==> src/rtl/stagger_pkg.sv <==
package stagger_pkg;

  // Number of history stages a lane needs for the largest step.
  function automatic int unsigned lane_depth(int unsigned idx, int unsigned max_step);
    return idx * max_step;
  endfunction

  // Width of a tap index that addresses 0..depth.
  function automatic int unsigned tap_width(int unsigned depth);
    return (depth < 1) ? 1 : $clog2(depth + 1);
  endfunction

endpackage

==> src/rtl/stagger_ctrl.sv <==
module stagger_ctrl #(
  parameter int N_CH     = 16,
  parameter int MAX_STEP = 8,
  parameter int STEP_W   = 4
) (
  input  logic [N_CH-1:0]   onoff,
  input  logic              blank,
  input  logic [STEP_W-1:0] step,
  output logic [N_CH-1:0]   req,
  output logic [STEP_W-1:0] step_eff
);

  localparam logic [STEP_W-1:0] STEP_CAP = STEP_W'(MAX_STEP);

  // Blanking gates every request before it enters the delay lanes, so
  // the on-window of each lane is the blank-low window shifted in time.
  assign req = onoff & ~{N_CH{blank}};

  // Steps above the history depth are held at the deepest tap.
  assign step_eff = (step > STEP_CAP) ? STEP_CAP : step;

endmodule

==> src/rtl/stagger_lane.sv <==
module stagger_lane
  import stagger_pkg::*;
#(
  parameter int IDX      = 0,
  parameter int MAX_STEP = 8,
  parameter int STEP_W   = 4
) (
  input  logic              clk,
  input  logic              rst_n,
  input  logic              src,
  input  logic [STEP_W-1:0] step_eff,
  output logic              en_o
);

  localparam int DEPTH = int'(lane_depth(IDX, MAX_STEP));

  generate
    if (DEPTH == 0) begin : g_direct
      always_ff @(posedge clk or negedge rst_n) begin
        if (!rst_n) en_o <= 1'b0;
        else        en_o <= src;
      end
    end else begin : g_chain
      localparam int TAP_W = int'(tap_width(DEPTH));
      logic [DEPTH:1]   hist;
      logic [DEPTH:0]   taps;
      logic [TAP_W-1:0] tap;

      // taps[m] holds the request sampled m edges before the current one.
      assign taps = {hist, src};
      assign tap  = TAP_W'(IDX * int'(step_eff));

      always_ff @(posedge clk or negedge rst_n) begin
        if (!rst_n) begin
          hist <= '0;
          en_o <= 1'b0;
        end else begin
          hist <= taps[DEPTH-1:0];
          en_o <= taps[tap];
        end
      end
    end
  endgenerate

endmodule

==> src/rtl/staggered_switch_seq.sv <==
module staggered_switch_seq #(
  parameter int N_CH     = 16,
  parameter int MAX_STEP = 8,
  parameter int STEP_W   = 4
) (
  input  logic              clk,
  input  logic              rst_n,
  input  logic [N_CH-1:0]   onoff,
  input  logic              blank,
  input  logic [STEP_W-1:0] step,
  output logic [N_CH-1:0]   chan_en
);

  logic [N_CH-1:0]   req;
  logic [STEP_W-1:0] step_eff;

  stagger_ctrl #(
    .N_CH(N_CH), .MAX_STEP(MAX_STEP), .STEP_W(STEP_W)
  ) u_ctrl (
    .onoff(onoff), .blank(blank), .step(step),
    .req(req), .step_eff(step_eff)
  );

  for (genvar n = 0; n < N_CH; n++) begin : g_lane
    stagger_lane #(
      .IDX(n), .MAX_STEP(MAX_STEP), .STEP_W(STEP_W)
    ) u_lane (
      .clk(clk), .rst_n(rst_n), .src(req[n]),
      .step_eff(step_eff), .en_o(chan_en[n])
    );
  end

endmodule

==> config.mk <==
export PLATFORM = sky130hd
export DESIGN_NAME = staggered_switch_seq
export DESIGN_NICKNAME = d
export VERILOG_FILES = /design/src/rtl/stagger_pkg.sv /design/src/rtl/stagger_ctrl.sv /design/src/rtl/stagger_lane.sv /design/src/rtl/staggered_switch_seq.sv
export SDC_FILE = /design/constraint.sdc
export NUM_CORES = 1
export LEC_CHECK = 0
export ABC_CLOCK_PERIOD_IN_PS = 2000
export BUFFER_PORTS_ARGS = -buffer_cell sky130_fd_sc_hd__buf_4
export CAP_MARGIN = 20
export CORE_MARGIN = 5
export CORE_UTILIZATION = 45
export CTS_BUF_LIST = sky130_fd_sc_hd__clkbuf_4 sky130_fd_sc_hd__clkbuf_8
export DETAILED_ROUTE_END_ITERATION = 6
export PLACE_DENSITY = 0.6
export SLEW_MARGIN = 0
export SYNTH_ARGS = -nofsm -noshare
export SYNTH_HDL_FRONTEND = slang
export SYNTH_HIERARCHICAL = 1
export SYNTH_SLANG_ARGS = --single-unit
export TNS_END_PERCENT = 5
==> constraint.sdc <==
create_clock -name clk -period 2 [get_ports clk]
set_input_delay 0.4 -clock clk [delete_from_list [all_inputs] [get_ports clk]]
set_output_delay 0.4 -clock clk [all_outputs]
set_load 0.005 [all_outputs]
### After elaboration in Yosys (flattened, before gate mapping)

Index checks and enable logic that the tools add are counted.

* flip-flop bits (word level): 976
* bits of input ports: 23
* output and inout port bits: 16
* logic and storage cells: 91

* multipliers: 11
* $lt $le $gt $ge: 16
* mux-type cells: 31
* bitwise operators: 2

Operator list (count)
* $lt A7 B8 Y1 const B: 8
* $bmux W1 S7: 4
* $lt A6 B7 Y1 const B: 4
* $mul A4 B4 Y7 const A: 4
* $bmux W1 S6: 4
* $mul A3 B4 Y6 const A: 4
* $and A16 B16 Y16: 1
* $bmux W1 S4: 4
* $not A16 Y16: 1
* $bmux W1 S5: 3
* $mul A2 B4 Y5 const A: 3
* $mux W1: 15
* $lt A5 B6 Y1 const B: 2
* $lt A4 B5 Y1 const B: 1
* $gt A4 B4 Y1 const B: 1
* $mux W4: 1

### Depth between registers and ports, before layout

Gate-level depths: netlist (run 1).

* depth after elaboration: 5
* mapped depth: 14

### Cells and area by module

Netlist (run 1), hierarchy kept.

By module, submodules not included
* stagger_lane (g_lane[15].u_lane): instances 1, cells each 254, area each 4499.3 um2, sequential area each 3027.9 um2
* stagger_lane (g_lane[13].u_lane): instances 1, cells each 219, area each 3812.4 um2, sequential area each 2627.5 um2
* stagger_lane (g_lane[14].u_lane): instances 1, cells each 174, area each 3550.9 um2, sequential area each 2827.7 um2
* stagger_lane (g_lane[11].u_lane): instances 1, cells each 173, area each 3264.4 um2, sequential area each 2227.1 um2
* stagger_lane (g_lane[12].u_lane): instances 1, cells each 118, area each 2743.9 um2, sequential area each 2427.3 um2
* stagger_lane (g_lane[9].u_lane): instances 1, cells each 134, area each 2534.9 um2, sequential area each 1826.8 um2
* stagger_lane (g_lane[10].u_lane): instances 1, cells each 135, area each 2518.7 um2, sequential area each 2026.9 um2
* stagger_lane (g_lane[7].u_lane): instances 1, cells each 115, area each 2167.1 um2, sequential area each 1426.4 um2
* stagger_lane (g_lane[8].u_lane): instances 1, cells each 75, area each 1709.1 um2, sequential area each 1626.6 um2
* stagger_lane (g_lane[6].u_lane): instances 1, cells each 70, area each 1542.7 um2, sequential area each 1226.2 um2
* stagger_lane (g_lane[5].u_lane): instances 1, cells each 95, area each 1517.7 um2, sequential area each 1026.0 um2
* stagger_lane (g_lane[3].u_lane): instances 1, cells each 46, area each 942.2 um2, sequential area each 625.6 um2
* stagger_lane (g_lane[4].u_lane): instances 1, cells each 43, area each 908.4 um2, sequential area each 825.8 um2
* stagger_lane (g_lane[2].u_lane): instances 1, cells each 27, area each 508.0 um2, sequential area each 425.4 um2
* 3 more rows

### Least setup slack after synthesis (run 1)

OpenSTA, ideal clock, no wires.

* kind: input port to flip-flop
* start: input port step[3]
* end: register g_lane[15].u_lane.en_o
* setup time: 135 ps
* arrival: 6096 ps
* slack: -4231 ps
* stages on the path: 12
* buffers on the path: 0
* cells stage by stage: nor2b_1 > inv_1 > fa_1 > xnor2_1 > ha_1 > inv_1 > fa_1 > xor2_1 > mux4_2 > mux2_2 > o211ai_2 > o311ai_1

* cells in the longest elaborated chain, start to end: 5

RTL lines
* from (decl): RTL line staggered_switch_seq.sv:10 `input logic [STEP_W-1:0] step,`
* $gt A4 B4 Y1: RTL line stagger_ctrl.sv:20 `assign step_eff = (step > STEP_CAP) ? STEP_CAP : step;`
* $mux W4 *: RTL line stagger_ctrl.sv:20
* $mul A4 B4 Y7 *: RTL line stagger_lane.sv:31 `assign tap = TAP_W'(IDX * int'(step_eff));`
* $bmux W1 S7 *: RTL line stagger_lane.sv:39 `en_o <= taps[tap];`
* $mux W1 (implied by the code) *: RTL line stagger_lane.sv:39
* to (signal assigned): RTL line stagger_lane.sv:39
* to (decl): RTL line stagger_lane.sv:12 `output logic en_o`

Every way passes the cells marked *; elsewhere a longest branch is shown, timed or not. The select of a mux whose other input is x is not followed.

### Worst setup path in the final report (run 1)

* start: input port step[3]
* end: register g_lane[15].u_lane.en_o

* cells in the longest elaborated chain, start to end: 5

RTL lines
* $gt A4 B4 Y1: RTL line stagger_ctrl.sv:20
* $mux W4: RTL line stagger_ctrl.sv:20
* via step_eff[2]: RTL line staggered_switch_seq.sv:15 `logic [STEP_W-1:0] step_eff;`
* $mul A4 B4 Y7: RTL line stagger_lane.sv:31
* $bmux W1 S7: RTL line stagger_lane.sv:39
* $mux W1 (implied by the code): RTL line stagger_lane.sv:39

The timed path passes the listed nets, and every way through them passes these cells. The select of a mux whose other input is x is not followed.

==> impl_results.md, run 1 <==
* Largest net degree at the start of global routing at 91
* Kind of start point of the critical path: input pin
* MaxCap Viol Count at 0
* Sequential fraction of the synthesis area at 74.6%
* Final Worst Setup Slack at -0.856 ns
* Final Core Density at 54.4%
* Final TNS setup at -4.33 ns
* Synth warn at 6
* Vias at 15600
* Failing checks: setup timing
* Die W at 280 um
* Inst Count DP at 2825
* Mean Syn Cell Area at 19.0 um^2
* Ys async rst share at 100%
* Synth Cell Area at 32700 um^2
* H-Tree Depth at 4
* Static Leak at 19.1 nW
* Final ANT Viol Nets at 0
* Final setup fails at 11
* PwrDens at 1080 nW/um^2
* Synthesized Nets at 1817
* DR DRC count at 0
* Clock Tree Buf Depth at 3
* Vias in the first global route at 18000
* Clk pin slew, worst setup/hold paths at 0.06 ns
* Worst relative slew slack at 64.7%
* Final period utilization at 143%
* Detail Placement HPWL at 35700 um
* Place WS at -1.76 ns
* RSZ-0062 raised after global routing: true
* Num ports at 39
* Placer's final routability congestion estimate at 0.758
* Worst-case clock skew at 0.0203 ns
* Synthesis-to-layout area growth at 19.6%
* Critical path type: input pin to flip-flop
* Post-Layout Cell Count at 3114
* Design area at 39100 um^2
* Clk sinks at 976
* Area of the core at 71900 um^2
* Tmin final at 2.86 ns
* Post-Syn Instances at 1719
* Post-synth EDFFs at 0
* Switching power at 9.51 mW
* Worst vdd ir at 0.752 mV
* Vias per cell at 5.00
* WL per Instance at 18.3 um
* Post-DP Area at 35300 um^2
* Drt pass-1 iters at 4
* Overall Global Routing Usage at 15.5%
* Comb pwr share at 8.3%
* Total gr overflow at 0
* Switch share at 22.6%
* First-pass GRT wire length at 97500 um
* Dominant synthesized flop cell: dfrtp_1
* CP endpoint kind: flip-flop
* Initial antenna violation count at 1
* Flop pwr share at 49.4%
* DRT Wirelength at 56900 um
* Die Y at 280 um
* Layout cells sized above 1 at 29.7%
* Fin. max-slew vios at 0
* Initial Util at 45.5%
* DRT iter0 DRCs at 856
* Final Power at 42.1 mW
* Max FO, Critical Path at 5
* Num rows at 98
* Fmax at 350 MHz
* Clock share of power at 42.3%
* CTS root buffer: clkbuf_8
* Critical Path RT at 2.66 ns
* Status: complete, but fails checks
* DIE AREA at 78200 um^2
* Fill cell count at 5653
* Clk_lat worst skew at 0.77 ns
* Fin. Hold Viols at 0
* Slew of the pin with the lowest slew margin at 0.530 ns
* CP Data Arrival Time at 3.52 ns
* CTS tree: yes
* Layout Nets at 2153
* FF+latch count, synth at 976
* Internal power at 32.6 mW
* Worst hold path type: input pin to flip-flop
* PortBufs at 38
* Clock buffer count from CTS at 156
* Hold_ws at 0.0869 ns
* Yosys cell types at 82
-- power groups by stage --
stage	Combinational, mW	Sequential (mW)	Clock, mW
5_1_grt	3.88	20.9	19.4
4_1_cts	3.52	20.8	18.6
3_3_place_gp	3.36	21.1	0
6_report	3.50	20.8	17.8
2_1_floorplan	1.92	21.0	0
3_5_place_dp	3.42	21.1	0
-- Yosys cell counts (all sizes together), types with 7 or more instances --
cell,number,share of area (%)
inv,40,0.46
mux4,136,9.9
o22ai,7,0.13
nand3,17,0.26
xnor2,9,0.24
nor3,11,0.17
a221oi,9,0.28
a21o,9,0.21
o221ai,7,0.23
buf,47,1.3
mux2,18,0.65
o21ai,15,0.24
a31oi,11,0.21
nand2b,9,0.17
nand2,20,0.23
and2b,8,0.21
clkbuf,9,0.11
nor2,30,0.34
xor2,17,0.46
dfrtp,976,75
a22oi,8,0.20
fa,18,1.1
a21oi,19,0.29
ha,57,2.2
mux2i,90,2.8
nor2b,33,0.68
-- state kept, by name, summed over array words and instances (netlist names) --
name,flops
g_lane.u_lane/en_o,16
g_lane.u_lane/g_chain.hist,960
-- cells by family after synthesis --
family	count (synthesis)	synth area share, %
flip-flops	976	74.6
multiplexers	244	13.3
AND/OR/NAND/NOR	164	2.95
AO/OA/AOI/OAI	138	3.25
buffers and inverters	96	1.85
adder cells (fa/ha/maj)	75	3.28
XOR/XNOR	26	0.696
-- layout by cell type, fill, tap and decap left out, drive strengths merged, types with 5 or more instances in the layout --
cell type	instances
a2111oi	5
a21o	9
a21oi	19
a221o	6
a221oi	9
a22o	6
a22oi	8
a31oi	11
and2b	8
buf	216
bufinv	5
clkbuf	242
clkinv	13
dfrtp	976
dlygate4sd3	18
fa	18
ha	57
inv	42
mux2	18
mux2i	90
mux4	136
nand2	20
nand2b	9
nand3	17
nor2	30
nor2b	33
nor3	11
nor4	6
o21ai	15
o221ai	7
o22ai	7
xnor2	9
xor2	17
-- per-layer routing --
metal,share of wire (%),track usage [%]
met5,0,0
met4,2.3,5.65
met1,48,22.7
met3,3.6,3.71
met2,46,23.2
-- worst max-delay path, cell delays in order --
cell      delay (ns)
buf_12          0.11
nor2b_4         0.11
inv_2           0.05
fa_1            0.59
xnor2_1         0.09
ha_1            0.31
inv_2           0.05
fa_2            0.59
buf_6           0.14
nand3_1         0.08
and3_4          0.22
o32ai_2         0.22
or4b_1          0.46
o311ai_1        0.09
-- worst paths after layout --
kind / endpoint / slack (ns) / cells past startpoint / start
min in group asynchronous: g_lane[13].u_lane/g_chain.hist[46] / 0.14 / 2 / rst_n
setup reg to reg: g_lane[15].u_lane/en_o / 0.03 / 5 / g_lane[15].u_lane/g_chain.hist[5]
max in group asynchronous: g_lane[14].u_lane/g_chain.hist[20] / 1.03 / 4 / rst_n
setup / recovery: g_lane[15].u_lane/en_o / -0.86 / 14 / step[3]
hold reg to reg: g_lane[8].u_lane/g_chain.hist[26] / 0.33 / 0 / g_lane[8].u_lane/g_chain.hist[25]
hold / removal: g_lane[11].u_lane/g_chain.hist[1] / 0.09 / 2 / blank
-- repair_timing --
| action | in CTS | in global routing |
|---|---|---|
| gates cloned | 0 | 0 |
| endpoints found under the setup margin | 11 | 11 |
| pin swaps | 9 | 9 |
| setup buffers | 3 | 1 |
| hold buffers | 18 | 0 |
| gates resized for setup | 21 | 28 |
| endpoints found under the hold margin | 569 | 0 |
-- cell type report --
class	count	area, um^2	share of cell area [%]
Antenna cell	1	2.50	0.00640
Clock buffer	242	3090	7.91
Clock inverter	24	267	0.681
Inverter	40	150	0.384
Multi-Input combinational cell	647	7840	20.1
Sequential cell	976	24400	62.4
Tap cell	950	1190	3.04
Timing Repair Buffer	234	2150	5.50
No activity file was read; power rests on OpenSTA's default activity.
==> run 2, diff against run 1 <==
--- a/config.mk
+++ b/config.mk
@@ -13,6 +13,7 @@
 export CTS_BUF_LIST = sky130_fd_sc_hd__clkbuf_4 sky130_fd_sc_hd__clkbuf_8
 export DETAILED_ROUTE_END_ITERATION = 6
 export PLACE_DENSITY = 0.6
+export SETUP_SLACK_MARGIN = 0.15
 export SLEW_MARGIN = 0
 export SYNTH_ARGS = -nofsm -noshare
 export SYNTH_HDL_FRONTEND = slang
==> run 2 against run 1 <==
The flow still finishes with violations (setup timing); clock power is essentially flat; sequential power is essentially flat; wire length is essentially flat; non-clock buffer count shrank 1; count of clock-buffer cells in the layout is the same; combinational power is essentially flat; largest power group unchanged; flip-flop and latch count is the same; utilization is essentially flat; power is essentially flat; die area is the same; register-to-register slack is essentially flat.
==> impl_results.md, run 2 (synthesized netlist as in run 1, its figures left out) <==
* Vias per cell at 5.00 (+0.13%)
* Biggest register: g_lane.u_lane/g_chain.hist
* Tmin final at 2.86 ns (+0.00394 ns)
* Fin. Hold Viols at 0 (unchanged)
* Fin. max-slew vios at 0 (unchanged)
* Max reg flops at 960 (unchanged)
* Clk_lat worst skew at 0.77 ns (about the same)
* RSZ-0062 raised after global routing: true
* Static Leak at 19.1 nW (about the same)
* Clock buffer count from CTS at 156 (unchanged)
* GRT met3 Usage at 3.71% (unchanged)
* Layout Nets at 2152 (-0.046%)
* Worst vdd ir at 0.752 mV (about the same)
* Post-Layout Cell Count at 3113 (-0.032%)
* Kind of start point of the critical path: input pin
* Area of the core at 71900 um^2 (unchanged)
* Most used cell, CP: inv_2
* Final period utilization at 143% (+0.20 points)
* DRT iter0 DRCs at 853 (-0.35%)
* CP peak stage delay at 0.59 ns (about the same)
* PortBufs at 38 (unchanged)
* Final Core Density at 54.4% (about the same)
* Largest regs: g_lane.u_lane/g_chain.hist x960, g_lane.u_lane/en_o x16
* Place WS at -1.76 ns (unchanged)
* Slew of the pin with the lowest slew margin at 0.535 ns (+0.00554 ns)
* Overall Global Routing Usage at 15.5% (about the same)
* DIE AREA at 78200 um^2 (unchanged)
* Initial antenna violation count at 1 (unchanged)
* Total gr overflow at 0 (unchanged)
* Worst relative slew slack at 64.3% (-0.37 points)
* Most common cell after layout, fill and taps aside: dfrtp_1
* R2R setup slack at 0.03 ns (about the same)
* Final Worst Setup Slack at -0.860 ns (-0.00394 ns)
* Vias at 15600 (+0.096%)
* CP endpoint kind: flip-flop
* CP Data Arrival Time at 3.52 ns (about the same)
* Clk pin slew, worst setup/hold paths at 0.06 ns (about the same)
* Grt met1 use at 22.7% (about the same)
* Critical path type: input pin to flip-flop
* Hold path endpoint: g_lane[11].u_lane/g_chain.hist[1]
* WL per Instance at 18.3 um (+0.11%)
* Reg2reg end: g_lane[15].u_lane/en_o
* Max FO, Critical Path at 5 (unchanged)
* CTS root buffer: clkbuf_8
* Worst hold path type: input pin to flip-flop
* Hold Crit Depth at 2 (unchanged)
* Vias in the first global route at 18000 (-0.0056%)
* First-pass GRT wire length at 97600 um (about the same)
* Largest net degree at the start of global routing at 91 (unchanged)
* Die W at 280 um (unchanged)
* Busiest grt layer: met2
* MaxCap Viol Count at 0 (unchanged)
* Initial Util at 45.5% (unchanged)
* Inst Count DP at 2825 (unchanged)
* Met2 Usage GRT at 23.2% (unchanged)
* Worst-case clock skew at 0.0211 ns (+0.000786 ns)
* CP max stage cell: fa_1
* Hold path start: blank
* Status: complete, but fails checks
* Fill cell count at 5651 (-0.035%)
* Worst R2R Start: g_lane[15].u_lane/g_chain.hist[5]
* Detail Placement HPWL at 35700 um (unchanged)
* H-Tree Depth at 4 (unchanged)
* Num ports at 39 (unchanged)
* Placer's final routability congestion estimate at 0.758 (unchanged)
* Synthesis-to-layout area growth at 19.5% (about the same)
* Drt pass-1 iters at 4 (unchanged)
* DRT Wirelength at 57000 um (about the same)
* Fmax at 350 MHz (-0.14%)
* Layout cells sized above 1 at 29.7% (about the same)
* PwrDens at 1080 nW/um^2 (about the same)
* Final setup fails at 11 (unchanged)
* Critical Path RT at 2.66 ns (about the same)
* Most frequent cells in the layout: dfrtp_1 (976), clkbuf_8 (204), buf_4 (184), mux2i_1 (90), mux4_2 (88)
* Die Y at 280 um (unchanged)
* DR DRC count at 0 (unchanged)
* Final ANT Viol Nets at 0 (unchanged)
* Clk sinks at 976 (unchanged)
* Worst Reg-to-Reg Cells at 5 (unchanged)
* Failing checks: setup timing
* CTS tree: yes
* Hold_ws at 0.0847 ns (-0.00221 ns)
* Num rows at 98 (unchanged)
* Critical path, cell by cell: buf_12 > nor2b_4 > inv_2 > fa_1 > xnor2_1 > ha_1 > inv_2 > fa_2 > buf_6 > nand3_1 > and3_4 > o32ai_2 > or4b_1 > o311ai_1
* Clock Tree Buf Depth at 3 (unchanged)
run 2: cell types whose count changed in the layout (fill, tap and decap cells not counted):
cell and change:
dlygate4sd3_1 -1
run 2: repair_timing:
item                       CTS  global route
resized for setup           21            28
hold buffers                17             0
hold endpoints to repair   569             0
setup endpoints to repair   12            14
buffers inserted             3             1
pin swaps                    9             9
run 2: area by class of cell:
class	instances	area, um^2	share of cell area [%]
diodes	1	2.50	0.00640
well taps	950	1190	3.04
multi-input cells	647	7840	20.1
flip-flops and latches	976	24400	62.5
inverters	40	150	0.384
clock inverters	24	267	0.681
clock buffers	242	3090	7.91
repair buffers	233	2140	5.47
run 2: power by group:
| group | internal, mW | leakage, nW | switching (mW) |
|---|---|---|---|
| combinational | 1.75 | 4.39 | 1.75 |
| sequential | 20.5 | 13.0 | 0.343 |
| clock | 10.4 | 1.77 | 7.42 |
| total | 32.6 | 19.1 | 9.52 |
run 2: worst max-delay path by stage:
stage / from / endpoint / slack (ns) / cells past startpoint
after floorplan: step[1] / g_lane[15].u_lane/en_o / -2.27 / 14
after global placement: step[3] / g_lane[15].u_lane/en_o / -1.78 / 15
after detailed placement: step[3] / g_lane[15].u_lane/en_o / -1.76 / 15
after CTS: step[3] / g_lane[15].u_lane/en_o / -0.82 / 15
after global routing: step[3] / g_lane[15].u_lane/en_o / -0.98 / 15
final: step[3] / g_lane[15].u_lane/en_o / -0.86 / 14
run 2: routing by layer:
layer / up-vias / share of wire (%)
met5: - / 0
met4: 0 / 2.3
met3: 107 / 3.7
met2: 239 / 46
met1: 8333 / 48
li1: 6893 / -
run 2: stage by stage:
stage	total power, mW	cell area [um^2]	TNS, ns
6_report	42.1	39100	-4.33
3_5_place_dp	24.6	35300	-18.18
4_1_cts	42.9	39000	-4.88
3_3_place_gp	24.5	35300	-17.74
5_1_grt	44.2	39100	-5.38
2_1_floorplan	22.9	32800	-16.52
run 2: critical path, delay by kind of cell:
| kind | cells | cell delay (ns) |
|---|---|---|
| adder cells (fa/ha/maj) | 3 | 1.49 |
| XOR/XNOR | 1 | 0.09 |
| buffers and inverters | 4 | 0.35 |
| AO/OA/AOI/OAI | 2 | 0.31 |
| AND/OR/NAND/NOR | 4 | 0.87 |
==> run 3, diff against run 2 <==
--- a/config.mk
+++ b/config.mk
@@ -5,7 +5,7 @@
 export SDC_FILE = /design/constraint.sdc
 export NUM_CORES = 1
 export LEC_CHECK = 0
-export ABC_CLOCK_PERIOD_IN_PS = 2000
+export ABC_CLOCK_PERIOD_IN_PS = 3600
 export BUFFER_PORTS_ARGS = -buffer_cell sky130_fd_sc_hd__buf_4
 export CAP_MARGIN = 20
 export CORE_MARGIN = 5
@@ -19,4 +19,3 @@
 export SYNTH_HDL_FRONTEND = slang
 export SYNTH_HIERARCHICAL = 1
 export SYNTH_SLANG_ARGS = --single-unit
-export TNS_END_PERCENT = 5
==> constraint.sdc (replaced) <==
create_clock -name clk -period 3.6 [get_ports clk]
set_input_delay 0.72 -clock clk [delete_from_list [all_inputs] [get_ports clk]]
set_output_delay 0.72 -clock clk [all_outputs]
set_load 0.005 [all_outputs]
==> run 3 against run 2 <==
The run now ends clean; flip-flop and latch count did not move; register-to-register slack improved by 1.6 ns; non-clock buffer count fell by 60; combinational power fell by 47%; wire length fell by 2.2%; utilization fell by 1.0 points; cell count fell by 1.9%; count of clock-buffer cells in the layout fell by 2; critical path depth rose by 1; cell area fell by 1.9%; via count fell by 1.3%; critical endpoint unchanged; largest power group unchanged.
==> impl_results.md, run 3 (synthesized netlist as in run 1, its figures left out) <==
* Delay-heaviest family, CP: adder cells
* WL per Instance at 18.2 um (-0.34%)
* Internal power at 17.8 mW (-46%)
* Num rows at 98 (unchanged)
* PwrDens at 600 nW/um^2 (-44%)
* CTS tree: yes
* Synthesis-to-layout area growth at 17.3%
* Critical path, cell by cell: buf_6 > nor2b_4 > inv_2 > fa_2 > xnor2_2 > ha_1 > inv_2 > fa_2 > buf_6 > nor3b_4 > a221oi_2 > and3_1 > o32ai_2 > or4b_1 > o311ai_1
* Area of the core at 71900 um^2 (unchanged)
* Kind of start point of the critical path: input pin
* Initial antenna violation count at 1 (unchanged)
* Biggest register: g_lane.u_lane/g_chain.hist
* Drt pass-1 iters at 4 (unchanged)
* Static Leak at 18.7 nW (-2.0%)
* First-pass GRT wire length at 94600 um (-3.0%)
* DIE AREA at 78200 um^2 (unchanged)
* Clock buffer count from CTS at 152 (-2.6%)
* Largest net degree at the start of global routing at 107 (+18%)
* CP Data Arrival Time at 4.11 ns (+0.59 ns)
* DRT iter0 DRCs at 1056 (+24%)
* Worst-case clock skew at 0.0203 ns (-0.000780 ns)
* RSZ-0062 raised after global routing: false
* R2R setup slack at 1.60 ns (+1.57 ns)
* Vias at 15400 (-1.3%)
* Fill cell count at 5667 (+0.28%)
* CTS root buffer: clkbuf_8
* Hold Crit Depth at 2 (unchanged)
* Total gr overflow at 0 (unchanged)
* Final period utilization at 95.9%
* Most common cell after layout, fill and taps aside: dfrtp_1
* Final Core Density at 53.4% (-1.0 points)
* Worst hold path type: input pin to flip-flop
* Worst Reg-to-Reg Cells at 5 (unchanged)
* MaxCap Viol Count at 0 (unchanged)
* Post-Layout Cell Count at 3055 (-1.9%)
* Hold path start: onoff[0]
* Reg2reg end: g_lane[15].u_lane/en_o
* Final ANT Viol Nets at 0 (unchanged)
* Critical Path RT at 4.26 ns (+1.60 ns)
* Worst R2R Start: g_lane[15].u_lane/g_chain.hist[36]
* Clock Tree Buf Depth at 3 (unchanged)
* Initial Util at 45.5% (unchanged)
* PortBufs at 38 (unchanged)
* Switch share at 22.9% (+0.33 points)
* Fmax at 290 MHz
* Num ports at 39 (unchanged)
* DRT Wirelength at 55700 um (-2.2%)
* Flop pwr share at 50.1% (+0.7 points)
* Switching power at 5.28 mW (-45%)
* H-Tree Depth at 4 (unchanged)
* Critical path type: input pin to flip-flop
* Vias per cell at 5.03 (+0.62%)
* Detail Placement HPWL at 33900 um (-5.1%)
* Clk_lat worst skew at 0.76 ns (about the same)
* Max FO, Critical Path at 5 (unchanged)
* Hold path endpoint: g_lane[0].u_lane/en_o
* CP endpoint kind: flip-flop
* Clk pin slew, worst setup/hold paths at 0.06 ns (about the same)
* Fin. max-slew vios at 0 (unchanged)
* Clock share of power at 41.8% (-0.5 points)
* Overall Global Routing Usage at 15.0% (-0.49 points)
* Final setup fails at 0 (-11)
* Max reg flops at 960 (unchanged)
* Worst vdd ir at 0.366 mV (-51%)
* Largest regs: g_lane.u_lane/g_chain.hist x960, g_lane.u_lane/en_o x16
* Vias in the first global route at 17400 (-3.5%)
* WP buf/inv at 4 (unchanged)
* DR DRC count at 0 (unchanged)
* CP peak stage delay at 0.61 ns (+0.02 ns)
* Comb pwr share at 8.0% (-0.3 points)
* Die Y at 280 um (unchanged)
* Most frequent cells in the layout: dfrtp_1 (976), clkbuf_8 (190), buf_4 (155), mux2i_1 (90), mux4_2 (88)
* Status: finished clean
* Slew of the pin with the lowest slew margin at 0.752 ns (+0.216 ns)
* Layout cells sized above 1 at 28.6% (-1.2 points)
* Die W at 280 um (unchanged)
* Tmin final at 3.45 ns
* Final TNS setup at 0 ns (+4.33 ns)
* Layout Nets at 2088 (-3.0%)
* Fin. Hold Viols at 0 (unchanged)
* Worst relative slew slack at 49.9% (-14 points)
* Inst Count DP at 2782 (-1.5%)
* Placer's final routability congestion estimate at 0.798 (+5.2%)
* Clk sinks at 976 (unchanged)
* CP max stage cell: fa_2
==> run 3: metrics by stage <==
step                setup WS [ns]  hold WS (ns)  area, um^2  power (mW)
floorplan                  -0.988         0.331       32900        12.8
global placement           -0.566         0.331       35000        13.5
detailed placement         -0.642         0.335       35000        13.6
CTS                         0.181        0.0863       38300        23.4
global route                0.141         0.127       38400        24.2
finish                      0.148         0.182       38400        23.0
==> run 3: layer usage <==
| layer | routed length (um) | share of wire [%] | global-route usage, % |
|---|---|---|---|
| met1 | 27100 | 49 | 22.8 |
| met2 | 25200 | 45 | 21.6 |
| met5 | 0 | 0 | 0 |
| met4 | 1140 | 2.0 | 5.07 |
| met3 | 2250 | 4.0 | 3.80 |
==> run 3: worst max path at each step <==
stage	startpoint	end	slack (ns)	cells past startpoint
global route	step[3]	g_lane[15].u_lane/en_o	0.14	15
detailed placement	step[3]	g_lane[15].u_lane/en_o	-0.64	15
finish	step[3]	g_lane[15].u_lane/en_o	0.15	15
global placement	step[3]	g_lane[15].u_lane/en_o	-0.57	15
CTS	step[3]	g_lane[15].u_lane/en_o	0.18	15
floorplan	step[1]	g_lane[15].u_lane/en_o	-0.99	14
==> run 3: final cells by class <==
class	count	area (um^2)	area share (%)
tap	950	1190	3.10
timing repair buffer	173	1490	3.89
multi-input combinational	647	7840	20.4
clock inverter	28	273	0.711
clock buffer	240	2990	7.79
sequential	976	24400	63.7
antenna	1	2.50	0.00652
inverter	40	158	0.411
==> run 3: what timing repair did <==
| item | 4_1_cts | 5_1_grt |
|---|---|---|
| endpoints found under the setup margin | 0 | 1 |
| hold buffers | 1 | 0 |
| gates resized for setup | 0 | 9 |
| endpoints found under the hold margin | 54 | 0 |
| buffers inserted | 0 | 3 |
==> run 3: power groups by stage <==
stage,combinational [mW],sequential [mW],clock (mW)
final,1.85,11.6,9.64
after global routing,2.05,11.6,10.5
after CTS,1.85,11.6,10.0
after detailed placement,1.84,11.7,0
after global placement,1.81,11.7,0
after floorplan,1.08,11.7,0
